File: config.mk
export PLATFORM = sky130hd
export DESIGN_NAME = spec_flush_ctrl
export DESIGN_NICKNAME = d
export VERILOG_FILES = /design/src/rtl/spec_flush_pkg.sv /design/src/rtl/spec_stage_track.sv /design/src/rtl/spec_redirect.sv /design/src/rtl/spec_sat_counter.sv /design/src/rtl/spec_flush_ctrl.sv
export SDC_FILE = /design/constraint.sdc
export NUM_CORES = 1
export LEC_CHECK = 0
export BUFFER_PORTS_ARGS = -buffer_cell sky130_fd_sc_hd__clkbuf_2
export CAP_MARGIN = 20
export CORE_ASPECT_RATIO = 2
export CORE_MARGIN = 4
export CORE_UTILIZATION = 40
export DETAILED_ROUTE_END_ITERATION = 7
export PLACE_DENSITY_LB_ADDON = 0.2
export SYNTH_ARGS = -nofsm -noshare
export SYNTH_HDL_FRONTEND = slang
export SYNTH_SLANG_ARGS = --single-unit
File: constraint.sdc
create_clock -name clk -period 5.05 [get_ports clk]
set_clock_uncertainty 0.1 [all_clocks]
set_input_delay 0 -clock clk [delete_from_list [all_inputs] [get_ports clk]]
set_output_delay 0 -clock clk [all_outputs]
set_load 0.05 [all_outputs]
File: src/rtl/spec_flush_pkg.sv
// Package: shared stage numbering and counter helpers for the flush controller.
// Assumes the five-stage order fetch, decode, operand fetch, ALU, writeback.
package spec_flush_pkg;

    typedef enum int {
        STG_FETCH = 0,
        STG_DECODE = 1,
        STG_OPFETCH = 2,
        STG_ALU = 3,
        STG_WB = 4
    } stage_e;

    typedef enum int {
        CNT_CYC = 0,
        CNT_RET = 1,
        CNT_BR = 2,
        CNT_TK = 3
    } cnt_sel_e;

    localparam int NUM_CNT = 4;

endpackage

File: src/rtl/spec_stage_track.sv
// Module: spec_stage_track
// Tracks occupancy and tag of each pipeline slot. A kill squashes every slot
// younger than the branch stage and drops the fetch offered in that cycle.
// Assumes BR_STAGE < STAGES-1 so that writeback follows the branch stage.
module spec_stage_track #(
    parameter int STAGES   = 5,
    parameter int BR_STAGE = 3,
    parameter int TAG_W    = 8
) (
    input  logic                    clk,
    input  logic                    rst_n,
    input  logic                    fetch_valid,
    input  logic [TAG_W-1:0]        fetch_tag,
    input  logic                    kill,
    output logic [STAGES-1:0]       valid,
    output logic [STAGES*TAG_W-1:0] tags
);

    logic [TAG_W-1:0] tg [STAGES];

    for (genvar i = 0; i < STAGES; i++) begin : g_stage
        if (i == 0) begin : g_head
            // Entry slot: accept the offered fetch unless it is on the wrong path.
            always_ff @(posedge clk) begin
                if (!rst_n) begin
                    valid[i] <= 1'b0;
                    tg[i]    <= '0;
                end else begin
                    valid[i] <= fetch_valid & ~kill;
                    tg[i]    <= fetch_tag;
                end
            end
        end else if (i <= BR_STAGE) begin : g_young
            // Slots up to the branch stage: inherit from upstream, cleared on kill.
            always_ff @(posedge clk) begin
                if (!rst_n) begin
                    valid[i] <= 1'b0;
                    tg[i]    <= '0;
                end else begin
                    valid[i] <= valid[i-1] & ~kill;
                    tg[i]    <= tg[i-1];
                end
            end
        end else begin : g_old
            // Slots past the branch stage: advance unconditionally.
            always_ff @(posedge clk) begin
                if (!rst_n) begin
                    valid[i] <= 1'b0;
                    tg[i]    <= '0;
                end else begin
                    valid[i] <= valid[i-1];
                    tg[i]    <= tg[i-1];
                end
            end
        end
        assign tags[i*TAG_W +: TAG_W] = tg[i];
    end

    // a kill leaves every slot up to the branch stage empty after the edge.
    p_squash_r3: assert property (@(posedge clk) disable iff (!rst_n)
        kill |=> (valid[BR_STAGE:0] == '0))
        else $error("p_squash_r3");

    // a live slot in front of writeback always reaches it with its tag.
    p_advance_r2: assert property (@(posedge clk) disable iff (!rst_n)
        valid[STAGES-2] |=> (valid[STAGES-1] && tg[STAGES-1] == $past(tg[STAGES-2])))
        else $error("p_advance_r2");

endmodule

File: src/rtl/spec_redirect.sv
// Module: spec_redirect
// Registers the fetch redirect one clock after a taken branch resolves.
// Assumes the caller qualifies taken_hit with an occupied branch stage.
module spec_redirect #(
    parameter int PC_W = 32
) (
    input  logic            clk,
    input  logic            rst_n,
    input  logic            taken_hit,
    input  logic [PC_W-1:0] target,
    output logic            redirect_valid,
    output logic [PC_W-1:0] redirect_pc
);

    // Capture the target and pulse the redirect for one cycle.
    always_ff @(posedge clk) begin
        if (!rst_n) begin
            redirect_valid <= 1'b0;
            redirect_pc    <= '0;
        end else begin
            redirect_valid <= taken_hit;
            if (taken_hit) begin
                redirect_pc <= target;
            end
        end
    end

    p_redirect_follows_r4: assert property (@(posedge clk) disable iff (!rst_n)
        taken_hit |=> (redirect_valid && redirect_pc == $past(target)))
        else $error("p_redirect_follows_r4");

    p_redirect_quiet_r4: assert property (@(posedge clk) disable iff (!rst_n)
        !taken_hit |=> !redirect_valid)
        else $error("p_redirect_quiet_r4");

endmodule

File: src/rtl/spec_sat_counter.sv
// Module: spec_sat_counter
// Event counter that sticks at all-ones. Assumes one event per clock at most.
module spec_sat_counter #(
    parameter int W = 32
) (
    input  logic         clk,
    input  logic         rst_n,
    input  logic         inc,
    output logic [W-1:0] cnt
);

    localparam logic [W-1:0] MAX = '1;

    // Count one event per clock, holding once the ceiling is reached.
    always_ff @(posedge clk) begin
        if (!rst_n) begin
            cnt <= '0;
        end else if (inc && cnt != MAX) begin
            cnt <= cnt + 1'b1;
        end
    end

    p_step_r8: assert property (@(posedge clk) disable iff (!rst_n)
        (inc && cnt != MAX) |=> (cnt == $past(cnt) + 1'b1))
        else $error("p_step_r8");

    p_hold_r8: assert property (@(posedge clk) disable iff (!rst_n)
        !inc |=> $stable(cnt))
        else $error("p_hold_r8");

    p_no_overflow_r9: assert property (@(posedge clk) disable iff (!rst_n)
        (cnt == MAX) |=> (cnt == MAX))
        else $error("p_no_overflow_r9");

endmodule

File: src/rtl/spec_flush_ctrl.sv
// Module: spec_flush_ctrl (top)
// Squashes wrong-path work in a predict-fall-through pipeline and counts
// cycles, retirements, branches and taken branches. Branches resolve in the
// ALU stage; flush acts at the next edge, the redirect shows one cycle later.
// Assumes the fetch unit refetches from redirect_pc in the redirect cycle.
module spec_flush_ctrl
    import spec_flush_pkg::*;
#(
    parameter int STAGES   = 5,
    parameter int BR_STAGE = int'(STG_ALU),
    parameter int TAG_W    = 8,
    parameter int PC_W     = 32,
    parameter int CNT_W    = 32
) (
    input  logic                clk,
    input  logic                rst_n,
    input  logic                fetch_valid,
    input  logic [TAG_W-1:0]    fetch_tag,
    input  logic                br_resolve,
    input  logic                br_taken,
    input  logic [PC_W-1:0]     br_target,
    output logic [STAGES-1:0]   stage_valid,
    output logic [BR_STAGE-1:0] flush,
    output logic                redirect_valid,
    output logic [PC_W-1:0]     redirect_pc,
    output logic                retire_valid,
    output logic [TAG_W-1:0]    retire_tag,
    output logic [CNT_W-1:0]    cnt_cycles,
    output logic [CNT_W-1:0]    cnt_retired,
    output logic [CNT_W-1:0]    cnt_branches,
    output logic [CNT_W-1:0]    cnt_taken
);

    localparam int PENALTY = BR_STAGE + 1;
    localparam int WB      = STAGES - 1;

    logic                    br_hit;
    logic                    taken_hit;
    logic [STAGES*TAG_W-1:0] tags;
    logic [NUM_CNT-1:0]      cnt_inc;
    logic [CNT_W-1:0]        cnt_val [NUM_CNT];

    // Qualify the resolution with an occupied branch stage.
    always_comb begin
        br_hit    = br_resolve & stage_valid[BR_STAGE];
        taken_hit = br_hit & br_taken;
        flush     = {BR_STAGE{taken_hit}} & stage_valid[BR_STAGE-1:0];
    end

    spec_stage_track #(
        .STAGES  (STAGES),
        .BR_STAGE(BR_STAGE),
        .TAG_W   (TAG_W)
    ) u_track (
        .clk        (clk),
        .rst_n      (rst_n),
        .fetch_valid(fetch_valid),
        .fetch_tag  (fetch_tag),
        .kill       (taken_hit),
        .valid      (stage_valid),
        .tags       (tags)
    );

    spec_redirect #(
        .PC_W(PC_W)
    ) u_redir (
        .clk           (clk),
        .rst_n         (rst_n),
        .taken_hit     (taken_hit),
        .target        (br_target),
        .redirect_valid(redirect_valid),
        .redirect_pc   (redirect_pc)
    );

    assign retire_valid = stage_valid[WB];
    assign retire_tag   = tags[WB*TAG_W +: TAG_W];

    // Select the event feeding each performance counter.
    always_comb begin
        cnt_inc         = '0;
        cnt_inc[CNT_CYC] = 1'b1;
        cnt_inc[CNT_RET] = retire_valid;
        cnt_inc[CNT_BR]  = br_hit;
        cnt_inc[CNT_TK]  = taken_hit;
    end

    for (genvar c = 0; c < NUM_CNT; c++) begin : g_cnt
        spec_sat_counter #(
            .W(CNT_W)
        ) u_cnt (
            .clk  (clk),
            .rst_n(rst_n),
            .inc  (cnt_inc[c]),
            .cnt  (cnt_val[c])
        );
    end

    assign cnt_cycles   = cnt_val[CNT_CYC];
    assign cnt_retired  = cnt_val[CNT_RET];
    assign cnt_branches = cnt_val[CNT_BR];
    assign cnt_taken    = cnt_val[CNT_TK];

    // a resolution with an empty branch stage must not redirect.
    p_ignore_empty_r6: assert property (@(posedge clk) disable iff (!rst_n)
        (br_resolve && !stage_valid[BR_STAGE]) |=> !redirect_valid)
        else $error("p_ignore_empty_r6");

    // the branch slot is empty right after a taken branch, so the squash
    // window of PENALTY slots cannot be reopened by a second resolution.
    p_no_leak_r7: assert property (@(posedge clk) disable iff (!rst_n)
        taken_hit |=> !stage_valid[BR_STAGE])
        else $error("p_no_leak_r7");

    // the first cycle after a reset edge shows an empty pipeline.
    p_reset_empty_r1: assert property (@(posedge clk)
        !rst_n |=> (stage_valid == '0 && !redirect_valid && cnt_cycles == '0))
        else $error("p_reset_empty_r1");

    initial begin
        if (PENALTY != BR_STAGE + 1 || BR_STAGE >= WB) begin
            $error("spec_flush_ctrl: branch stage must precede writeback");
        end
    end

endmodule

==> results of run 1 <==
-- critical path, stage by stage (launching register included) --
cell and delay (ps):
dfxtp_1 420, and4_1 380, and4_1 730, a31o_1 730, o21ai_0 210, a21oi_1 150
-- flip-flops by register name, summed over array words and instances (netlist names) --
| register | flops |
|---|---|
| u_redir.redirect_pc | 32 |
| u_track.tg | 40 |
| u_redir.redirect_valid | 1 |
| g_cnt.u_cnt.cnt | 128 |
| u_track.valid | 5 |
-- logic make-up (layout without fill, tap and decap cells) --
logic type	after synthesis	count (layout)	share of synthesized area [%]
adders and majority gates	4	4	0.553
AOI/OAI and AO/OA	235	235	16.1
and+or+nand+nor	477	477	30.2
buffers and inverters	76	331	4.25
DFF	206	206	45.5
muxes	6	6	0.663
xor gates and xnor gates	28	28	2.71
-- cell usage after synthesis, drive strengths merged, types with 10 or more instances --
master	number	area share, %
dfxtp	206	46
and3	10	0.69
and2	46	3.2
o21ai	42	2.3
nand4	36	3.0
nor4	22	2.2
nor3	13	1.1
a21oi	107	5.9
nand2	133	5.5
and4	15	1.5
or3	37	2.6
buf	25	2.1
nor2	51	2.1
o31ai	39	3.3
xnor2	24	2.3
nand3	51	2.8
clkbuf	32	1.3
inv	19	0.79
or4	41	3.5
-- metal layers --
metal / vias up / global-route usage (%)
li1: 4258 / -
met5: - / 0
met4: 0 / 8.94
met2: 240 / 36.9
met3: 61 / 3.55
met1: 4117 / 20.7
-- what timing repair did --
action	CTS	global route
gates resized for setup	0	0
hold endpoints to repair	49	0
hold buffers	46	0
setup buffers	0	0
-- final timing paths --
check	depth (start not counted)	to	slack, ps	startpoint
hold / removal	3	g_cnt[3].u_cnt.cnt[10]	70	rst_n
setup / recovery	5	g_cnt[1].u_cnt.cnt[4]	2240	g_cnt[1].u_cnt.cnt[16]
hold reg to reg	1	u_track.tg[3][3]	320	u_track.tg[2][3]
setup reg to reg	5	g_cnt[1].u_cnt.cnt[4]	2240	g_cnt[1].u_cnt.cnt[16]
-- cell type report --
class | instances | area (µm²) | area share (%)
Clock buffer | 28 | 612 | 5.36
Sequential cell | 206 | 4120 | 36.1
Clock inverter | 9 | 83.8 | 0.734
Timing Repair Buffer | 275 | 1620 | 14.2
Multi-Input combinational cell | 750 | 4550 | 39.9
Tap cell | 276 | 345 | 3.02
Inverter | 19 | 73.8 | 0.647
-- per-stage QoR --
step / hold slack [ps] / power [W] / util [%] / cells / setup slack (ps)
finish: 72.5 / 0.00333 / 51.3 / 1563 / 2240
global route: 128 / 0.00344 / 51.3 / 1563 / 1950
CTS: 82.1 / 0.00338 / 51.3 / 1563 / 2220
detailed placement: 111 / 0.00177 / 46.1 / 1480 / 2230
global placement: 106 / 0.00177 / 46.1 / 1480 / 2310
floorplan: 27.3 / 0.00173 / - / 1032 / 2440
-- power breakdown --
group / total (W) / internal (W) / switching (W)
clock network: 0.00157 / 0.000908 / 0.000659
logic: 0.000114 / 0.0000477 / 0.0000665
registers: 0.00165 / 0.00164 / 0.00000696
-- cells in the final DEF (no fill, tap or decap), types with 5 or more instances in the layout --
master / count
and3_1: 10
nand2b_1: 9
o31a_1: 6
nor3_1: 9
clkinv_2: 5
nor4_1: 17
nand3_1: 50
or3_1: 36
inv_1: 18
clkbuf_8: 6
nand2_1: 133
a2111oi_2: 5
a31oi_1: 7
and4_1: 15
mux2i_1: 6
clkbuf_2: 222
nand4_1: 30
and2_1: 46
or4_1: 38
a211oi_1: 7
nand4_2: 5
dlygate4sd3_1: 46
o31ai_1: 38
o21ai_0: 38
o21a_1: 6
dfxtp_1: 206
xnor2_1: 24
a21oi_1: 107
clkbuf_16: 21
buf_4: 7
nor2_1: 50
==> reports/qor.txt, run 1 <==
status = complete, no violations
clock latency on the worst-skew pair = 510 ps
# DRC = 0
worst vdd ir = 0.372 mV
PD cells = 291 mW/mm²
Worst-path clk slew = 60 ps
post-route design area = 0.0114 mm²
Worst Max-Slew Pin Slew = 961 ps
DR WL/cell = 16.3 µm
Post-synth EDFFs = 0
Max-Cap Viols = 0
GR Util All Layers = 19.7%
CTS tree = done
Fin. Hold Viols = 0
Layout Nets = 1322
via count = 8676
Sink Count = 206
largest net degree at the start of global routing = 84
Rows = 77
syn_nets = 1081
DRT iter0 DRCs = 415
Tcrit/Tclk final = 55.7%
initial antenna violation count = 0
die width = 114 µm
hpwl dp = 17800 µm
Setup violations, final = 0
DR pass1 iterations = 6
Syn Inst Count = 1032
number of I/O pins = 223
library cells used by synthesis = 62
met3 wire len = 1420 µm
port bufs = 222
routed metal-1 wirelength = 9240 µm
setup tns final = 0 ps
Fmax = 0.356 GHz
gpl congestion = 0.821
post-synthesis sequential element count = 206
sequential element share of the synthesized area = 45.5%
min cycle time layout = 2810 ps
Antenna diodes = 0
H-tree depth = 1
Post-Syn Area = 0.00906 mm²
Worst setup EP type = register
area growth from synthesis to layout = 26.0%
slew margin rel. = 35.7%
DP Area = 0.0103 mm²
WP data required = 5380 ps
Core ar. = 0.0223 mm²
# fillers = 2117
Initial Utilization = 40.7%
synth warn = 0
die area = 0.0253 mm²
drt via density = 5.55
CP Data Arrival Time = 3140 ps
worst min path class = primary input to register
Async SR Flop Fraction = 0%
CTS Root Cell = clkbuf_16
crit-path max FO = 24
Final ANT Viol Nets = 0
RSZ-0062 raised after global routing = false
share of cells above drive strength 1 = 23.5%
Top Layer Used = met4
Critical Path Start Type = register
Remaining Overflow, GRT = 0
WL final = 25500 µm
first-pass GRT wire length = 41700 µm
pins over their slew limit = 0
Met2 Wirelength = 13800 µm
P_leak = 4.28 nW
Synth Flop Type = dfxtp_1
CTS max path bufs = 3
Die Ht = 221 µm
crit path kind = register to register
vias in the first global route = 8332
CTS Buf Count = 21
Syn Area/Cell = 8.78 µm²
Power figures use the tool's default switching activity.
==> inputs of run 2 (changes only) <==
==> constraint.sdc (replaced) <==
create_clock -name clk -period 2.5 [get_ports clk]
set_clock_uncertainty 0.1 [all_clocks]
set_input_delay 0 -clock clk [delete_from_list [all_inputs] [get_ports clk]]
set_output_delay 0 -clock clk [all_outputs]
set_load 0.05 [all_outputs]
==> run 2 against run 1 <==
  * Total power is 100% higher
  * Via count is 0.93% higher
  * Sequential power is 100% higher
  * Combinational power is 110% higher
  * Final cell count is 3.3% higher
  * Clock-buffer cell count is 1 lower
  * Register-to-register slack worse by 2000 ps
  * Clock power is 110% higher
  * Cell area is 4.0% higher
  * Non-clock buffer count is 51 higher
  * Wire length is 3.9% higher
  * Largest cell class unchanged
  * Largest power group unchanged
==> reports/qor.txt, run 2 (synthesized netlist as in run 1, its figures left out) <==
initial antenna violation count = 0 (unchanged)
CTS max path bufs = 3 (unchanged)
RSZ-0062 raised after global routing = false
status = complete, no violations
slew margin rel. = 51.0% (+15 points)
Setup violations, final = 0 (unchanged)
most common cell after layout, fill and taps aside = clkbuf_2
Worst setup EP type = register
crit-path max FO = 6 (-75%)
pins over their slew limit = 0 (unchanged)
met3 wire len = 1280 µm (-10%)
Final ANT Viol Nets = 0 (unchanged)
Fin. Hold Viols = 0 (unchanged)
largest net degree at the start of global routing = 83 (-1.2%)
worst vdd ir = 0.601 mV (+61%)
gpl congestion = 0.818 (-0.27%)
CP max-delay cell = dlygate4sd3_1
Top Layer Used = met4
clock latency on the worst-skew pair = 500 ps (about the same)
CTS Root Cell = clkbuf_16
# DRC = 0 (unchanged)
via count = 8757 (+0.93%)
hpwl dp = 18600 µm (+4.5%)
Remaining Overflow, GRT = 0 (unchanged)
setup tns final = 0 ps (unchanged)
Rows = 77 (unchanged)
drt via density = 5.43 (-2.3%)
Top cell by count, worst path = dlygate4sd3_1
Die Ht = 221 µm (unchanged)
Layout Nets = 1373 (+3.9%)
DR pass1 iterations = 4 (-2)
min cycle time layout = 2230 ps (-580 ps)
H-tree depth = 1 (unchanged)
CTS Buf Count = 21 (unchanged)
Critical Path Start Type = register
CTS tree = done
crit path kind = register to register
max reg flops = 128 (unchanged)
number of I/O pins = 223 (unchanged)
Initial Utilization = 40.7% (unchanged)
CP Data Arrival Time = 2580 ps (-560 ps)
PD cells = 571 mW/mm² (+96%)
DRT iter0 DRCs = 438 (+5.5%)
GR Util All Layers = 20.6% (+0.89 points)
Worst Max-Slew Pin Slew = 735 ps (-226 ps)
P_leak = 4.55 nW (+6.4%)
die area = 0.0253 mm² (unchanged)
WL final = 26500 µm (+3.9%)
Worst-path clk slew = 70 ps (about the same)
Met2 Wirelength = 14300 µm (+3.8%)
port bufs = 222 (unchanged)
Core ar. = 0.0223 mm² (unchanged)
Largest regs = g_cnt.u_cnt.cnt (128), u_track.tg (40), u_redir.redirect_pc (32)
worst min path class = primary input to register
Placed Cells = 1518 (+2.6%)
area growth from synthesis to layout = 31.1%
fin cells = 1614 (+3.3%)
share of cells above drive strength 1 = 25.6% (+2.1 points)
Sink Count = 206 (unchanged)
# fillers = 2071 (-2.2%)
Antenna diodes = 0 (unchanged)
Tcrit/Tclk final = 89.2% (+34 points)
die width = 114 µm (unchanged)
largest register by flop count = g_cnt.u_cnt.cnt
DR WL/cell = 16.4 µm (+0.59%)
Max-Cap Viols = 0 (unchanged)
first-pass GRT wire length = 43100 µm (+3.4%)
WP data required = 2840 ps (-2540 ps)
routed metal-1 wirelength = 9850 µm (+6.7%)
CTS resizes = 0 (unchanged)
Fmax = 0.448 GHz (+26%)
vias in the first global route = 8595 (+3.2%)
commonest non-fill, non-tap cells in the layout = clkbuf_2, dfxtp_1, nand2_1, a21oi_1, dlygate4sd3_1
crit-path max cell delay = 560 ps (-170 ps)
cells along the critical path = and3_1, nand2_1, dlygate4sd3_1, a21oi_1, dlygate4sd3_1
run 2: cell types whose count changed in the layout (fill, tap and decap cells not counted), sizes merged:
| cell | change |
|---|---|
| buf | +38 |
| bufinv | +1 |
| clkbuf | -1 |
| clkinv | -4 |
| clkinvlp | +5 |
| dlygate4sd3 | +13 |
| inv | -1 |
run 2: final timing paths:
| path | startpoint | end | slack, ps | cells past startpoint |
|---|---|---|---|---|
| worst max-delay path | u_track.valid[3] | u_redir.redirect_pc[31] | 270 | 5 |
| worst min register to register | u_track.tg[1][4] | u_track.tg[2][4] | 330 | 1 |
| worst min-delay path | fetch_tag[1] | u_track.tg[0][1] | 160 | 3 |
| worst max register to register | u_track.valid[3] | u_redir.redirect_pc[31] | 270 | 5 |
run 2: area by class of cell:
| class | instances | area, µm² | area share (%) |
|---|---|---|---|
| Inverter | 19 | 73.8 | 0.622 |
| Clock buffer | 27 | 578 | 4.87 |
| Timing Repair Buffer | 326 | 2080 | 17.5 |
| Sequential cell | 206 | 4130 | 34.8 |
| Tap cell | 276 | 345 | 2.91 |
| Multi-Input combinational cell | 750 | 4550 | 38.4 |
| Clock inverter | 10 | 116 | 0.980 |
run 2: critical path: cells and delay by family (launching register included):
kind / cells / cell delay [ps]
buffers and inverters: 2 / 1110
AOI/OAI and AO/OA: 1 / 130
DFF: 1 / 410
and+or+nand+nor: 2 / 420
run 2: timing repair:
| action | in CTS | in global routing |
|---|---|---|
| hold buffers | 59 | 0 |
| buffers inserted | 0 | 0 |
| hold endpoints to repair | 65 | 0 |
run 2: metrics by stage:
stage	setup WS (ps)	hold WS, ps	util (%)	cell area (µm²)	total power (W)
floorplan	46.2	27.3	-	9060	0.00351
global placement	321	107	47.6	10600	0.00358
detailed placement	306	110	47.6	10600	0.00358
CTS	266	126	53.4	11900	0.00688
global route	27.6	170	53.4	11900	0.00701
finish	270	156	53.4	11900	0.00678
run 2: power breakdown:
part           leakage (nW)  internal [W]  total [W]  switching (W)
logic                  2.56      0.000104   0.000243       0.000139
registers              1.67       0.00331    0.00332      0.0000139
clock network         0.325       0.00185    0.00322        0.00136
total                  4.55       0.00527    0.00678        0.00151
run 2: per-layer routing:
layer  vias to the layer above  track usage (%)
li1                       4357                -
met4                         0             9.36
met1                      4139             21.5
met2                       203             38.9
met5                         -                0
met3                        58             3.55
==> inputs of run 3 (changes only) <==
--- a/config.mk
+++ b/config.mk
@@ -14,4 +14,5 @@
 export PLACE_DENSITY_LB_ADDON = 0.2
 export SYNTH_ARGS = -nofsm -noshare
 export SYNTH_HDL_FRONTEND = slang
+export SYNTH_HIERARCHICAL = 1
 export SYNTH_SLANG_ARGS = --single-unit
==> constraint.sdc (replaced) <==
create_clock -name clk -period 2.3 [get_ports clk]
set_clock_uncertainty 0.1 [all_clocks]
set_input_delay 0 -clock clk [delete_from_list [all_inputs] [get_ports clk]]
set_output_delay 0 -clock clk [all_outputs]
set_load 0.05 [all_outputs]
==> run 3 against run 2 <==
  * The flow now finishes with violations (setup timing)
  * Sequential cell count stayed put
  * Final cell count is 0.62% lower
  * Clock power is 8.1% higher
  * Wire length is 4.1% higher
==> reports/qor.txt, run 3 <==
R2R Setup Slk = -6 ps (-280 ps)
die area = 0.0262 mm² (+3.6%)
worst vdd ir = 0.602 mV (about the same)
hold path depth = 3 (unchanged)
largest register by flop count = g_cnt.u_cnt/cnt
Largest regs = g_cnt.u_cnt/cnt (128), u_track/tg (40), u_redir/redirect_pc (32)
WP data required = 2630 ps (-210 ps)
pre-CTS setup slack = 1.82 ps (-304 ps)
top post-synthesis cells by area = dfxtp_1, mux2i_1, o31ai_1
commonest non-fill, non-tap cells in the layout = clkbuf_2, dfxtp_1, dfxtp_2, buf_4, nand2_1
setup ws final = -6.08 ps (-276 ps)
Initial Utilization = 40.5% (-0.20 points)
combinational share of power = 4.0% (+0.4 points)
Sink Count = 206 (unchanged)
Async SR Flop Fraction = 0% (unchanged)
share of cells above drive strength 1 = 38.5% (+13 points)
total power = 0.00737 W (+8.7%)
# fillers = 2159 (+4.2%)
Reg-to-Reg Start = u_track/valid[3]
most common cell after layout, fill and taps aside = clkbuf_2
library cells used by synthesis = 46 (-26%)
Hold Path Origin = fetch_tag[0]
crit-path max FO = 3 (-3)
Core ar. = 0.0232 mm² (+4.4%)
Synth Flop Type = dfxtp_1
Syn Inst Count = 1006 (-2.5%)
violated checks = setup timing
top-area cell type share of the netlist area = 43.8% (-1.7 points)
DR pass1 iterations = 5 (+1)
P_leak = 4.77 nW (+4.8%)
die width = 116 µm (+1.8%)
Final ANT Viol Nets = 0 (unchanged)
WL final = 27600 µm (+4.1%)
largest net degree at the start of global routing = 52 (-37%)
H-tree depth = 1 (unchanged)
CTS max path bufs = 3 (unchanged)
via count = 8891 (+1.5%)
Tcrit/Tclk final = 100% (+11 points)
crit path kind = register to register
status = complete, but fails checks
clock latency on the worst-skew pair = 510 ps (about the same)
Switching Fraction = 22.0% (-0.35 points)
drt via density = 5.54 (+2.2%)
PD cells = 590 mW/mm² (+3.3%)
Max-Cap Viols = 0 (unchanged)
Worst Max-Slew Pin Slew = 573 ps (-161 ps)
Layout Nets = 1355 (-1.3%)
Post-synth EDFFs = 0 (unchanged)
Syn Area/Cell = 9.35 µm² (+6.5%)
Hold Path Sink = u_track/tg[0][0]
Remaining Overflow, GRT = 0 (unchanged)
Worst-path clk slew = 60 ps (about the same)
Synth top cells by count = dfxtp_1, nand2_1, a21oi_1, mux2i_1, nand3_1
Fmax = 0.434 GHz (-3.3%)
port bufs = 222 (unchanged)
DR WL/cell = 17.2 µm (+4.7%)
DRT iter0 DRCs = 349 (-20%)
Post-Syn Area = 0.00941 mm² (+3.9%)
pins over their slew limit = 0 (unchanged)
min cycle time layout = 2310 ps (+75.9 ps)
CTS Root Cell = clkbuf_16
synth warn = 6 (+6)
vias in the first global route = 8639 (+0.51%)
Rows = 79 (+2.6%)
sequential element share of the synthesized area = 43.8% (-1.7 points)
post-synthesis sequential element count = 206 (unchanged)
most common cell in the netlist = dfxtp_1
DP Area = 0.0113 mm² (+6.4%)
post-route design area = 0.0125 mm² (+5.2%)
max reg flops = 128 (unchanged)
slew margin rel. = 60.8% (+9.8 points)
area leader, netlist = dfxtp_1
Worst setup EP type = register
# DRC = 0 (unchanged)
CTS Buf Count = 21 (unchanged)
Psw = 0.00162 W (+7.0%)
CP Data Arrival Time = 2640 ps (+60 ps)
Critical Path Start Type = register
sequential share of power = 48.7% (-0.3 points)
reg2reg end = g_cnt[3].u_cnt/cnt[31]
Die Ht = 225 µm (+1.8%)
Setup violations, final = 1 (+1)
worst min path class = primary input to register
Antenna diodes = 0 (unchanged)
setup tns final = -6.08 ps (-6.08 ps)
CTS tree = done
gpl congestion = 0.869 (+6.2%)
GR Util All Layers = 20.5% (-0.15 points)
Reg2Reg Depth = 6 (+1)
Fin. Hold Viols = 0 (unchanged)
first-pass GRT wire length = 43700 µm (+1.3%)
Clk network pwr share = 47.2% (-0.2 points)
Pint = 0.00575 W (+9.2%)
RSZ-0062 raised after global routing = true
hpwl dp = 20300 µm (+9.0%)
fin cells = 1604 (-0.62%)
area growth from synthesis to layout = 32.7%
number of I/O pins = 223 (unchanged)
Placed Cells = 1522 (+0.26%)
initial antenna violation count = 0 (unchanged)
run 3: kinds of logic after synthesis:
logic type	share of synthesized area (%)
DFF	43.8
xor gates and xnor gates	1.86
adders and majority gates	0.532
and+or+nand+nor	30.6
AOI/OAI and AO/OA	13.0
muxes	6.38
buffers and inverters	3.78
other	0.0399
run 3: per-stage QoR:
stage          utilization, %  hold slack [ps]
2_1_floorplan               -             28.2
3_3_place_gp             48.5              126
3_5_place_dp             48.5              124
4_1_cts                  53.4              143
5_1_grt                  53.8              149
6_report                 53.8              161
run 3: power by group through the flow:
stage	clock network [W]	logic (W)	registers, W
after global routing	0.00375	0.000326	0.00359
after floorplan	0	0.000109	0.00371
after global placement	0	0.000235	0.00367
final	0.00348	0.000297	0.00359
after detailed placement	0	0.000239	0.00367
after CTS	0.00361	0.000297	0.00359
run 3: layer usage:
layer  track usage [%]  routed length (µm)  up-vias
met5                 0                   0        -
met4              8.43                 933        0
met3              2.75                1400       60
met2              39.4               15200      249
met1              21.5               10100     4219
li1                  -                   -     4363
run 3: critical path, stage by stage (launching register included):
cell and delay, ps:
dfxtp_4 350, and3_4 170, nand4_1 190, or4_4 570, or3_4 340, or4_1 400, a21oi_1 120
run 3: how the worst max path moves through the flow:
| stage | slack (ps) | to | startpoint |
|---|---|---|---|
| 5_1_grt | -50 | g_cnt[3].u_cnt/cnt[31] | u_track/valid[3] |
| 6_report | -6 | g_cnt[3].u_cnt/cnt[31] | u_track/valid[3] |
| 2_1_floorplan | -70 | g_cnt[3].u_cnt/cnt[31] | u_track/valid[3] |
| 3_3_place_gp | -2 | g_cnt[3].u_cnt/cnt[31] | u_track/valid[3] |
| 3_5_place_dp | 2 | g_cnt[3].u_cnt/cnt[31] | u_track/valid[3] |
| 4_1_cts | -10 | g_cnt[3].u_cnt/cnt[31] | u_track/valid[3] |
run 3: final cells by class:
type | instances | area, µm² | area share [%]
multi-input cells | 732 | 5040 | 40.4
flip-flops and latches | 206 | 4280 | 34.3
repair buffers | 333 | 2060 | 16.5
clock buffers | 30 | 631 | 5.05
well taps | 283 | 354 | 2.84
clock inverters | 8 | 76.3 | 0.611
inverters | 12 | 45.0 | 0.361
run 3: timing repair:
item,4_1_cts,5_1_grt
hold endpoints to repair,53,0
hold buffers,42,0
endpoints found under the setup margin,1,14
pin swaps,1,3
cloned,0,0
buffers inserted,0,2
gates resized for setup,0,16
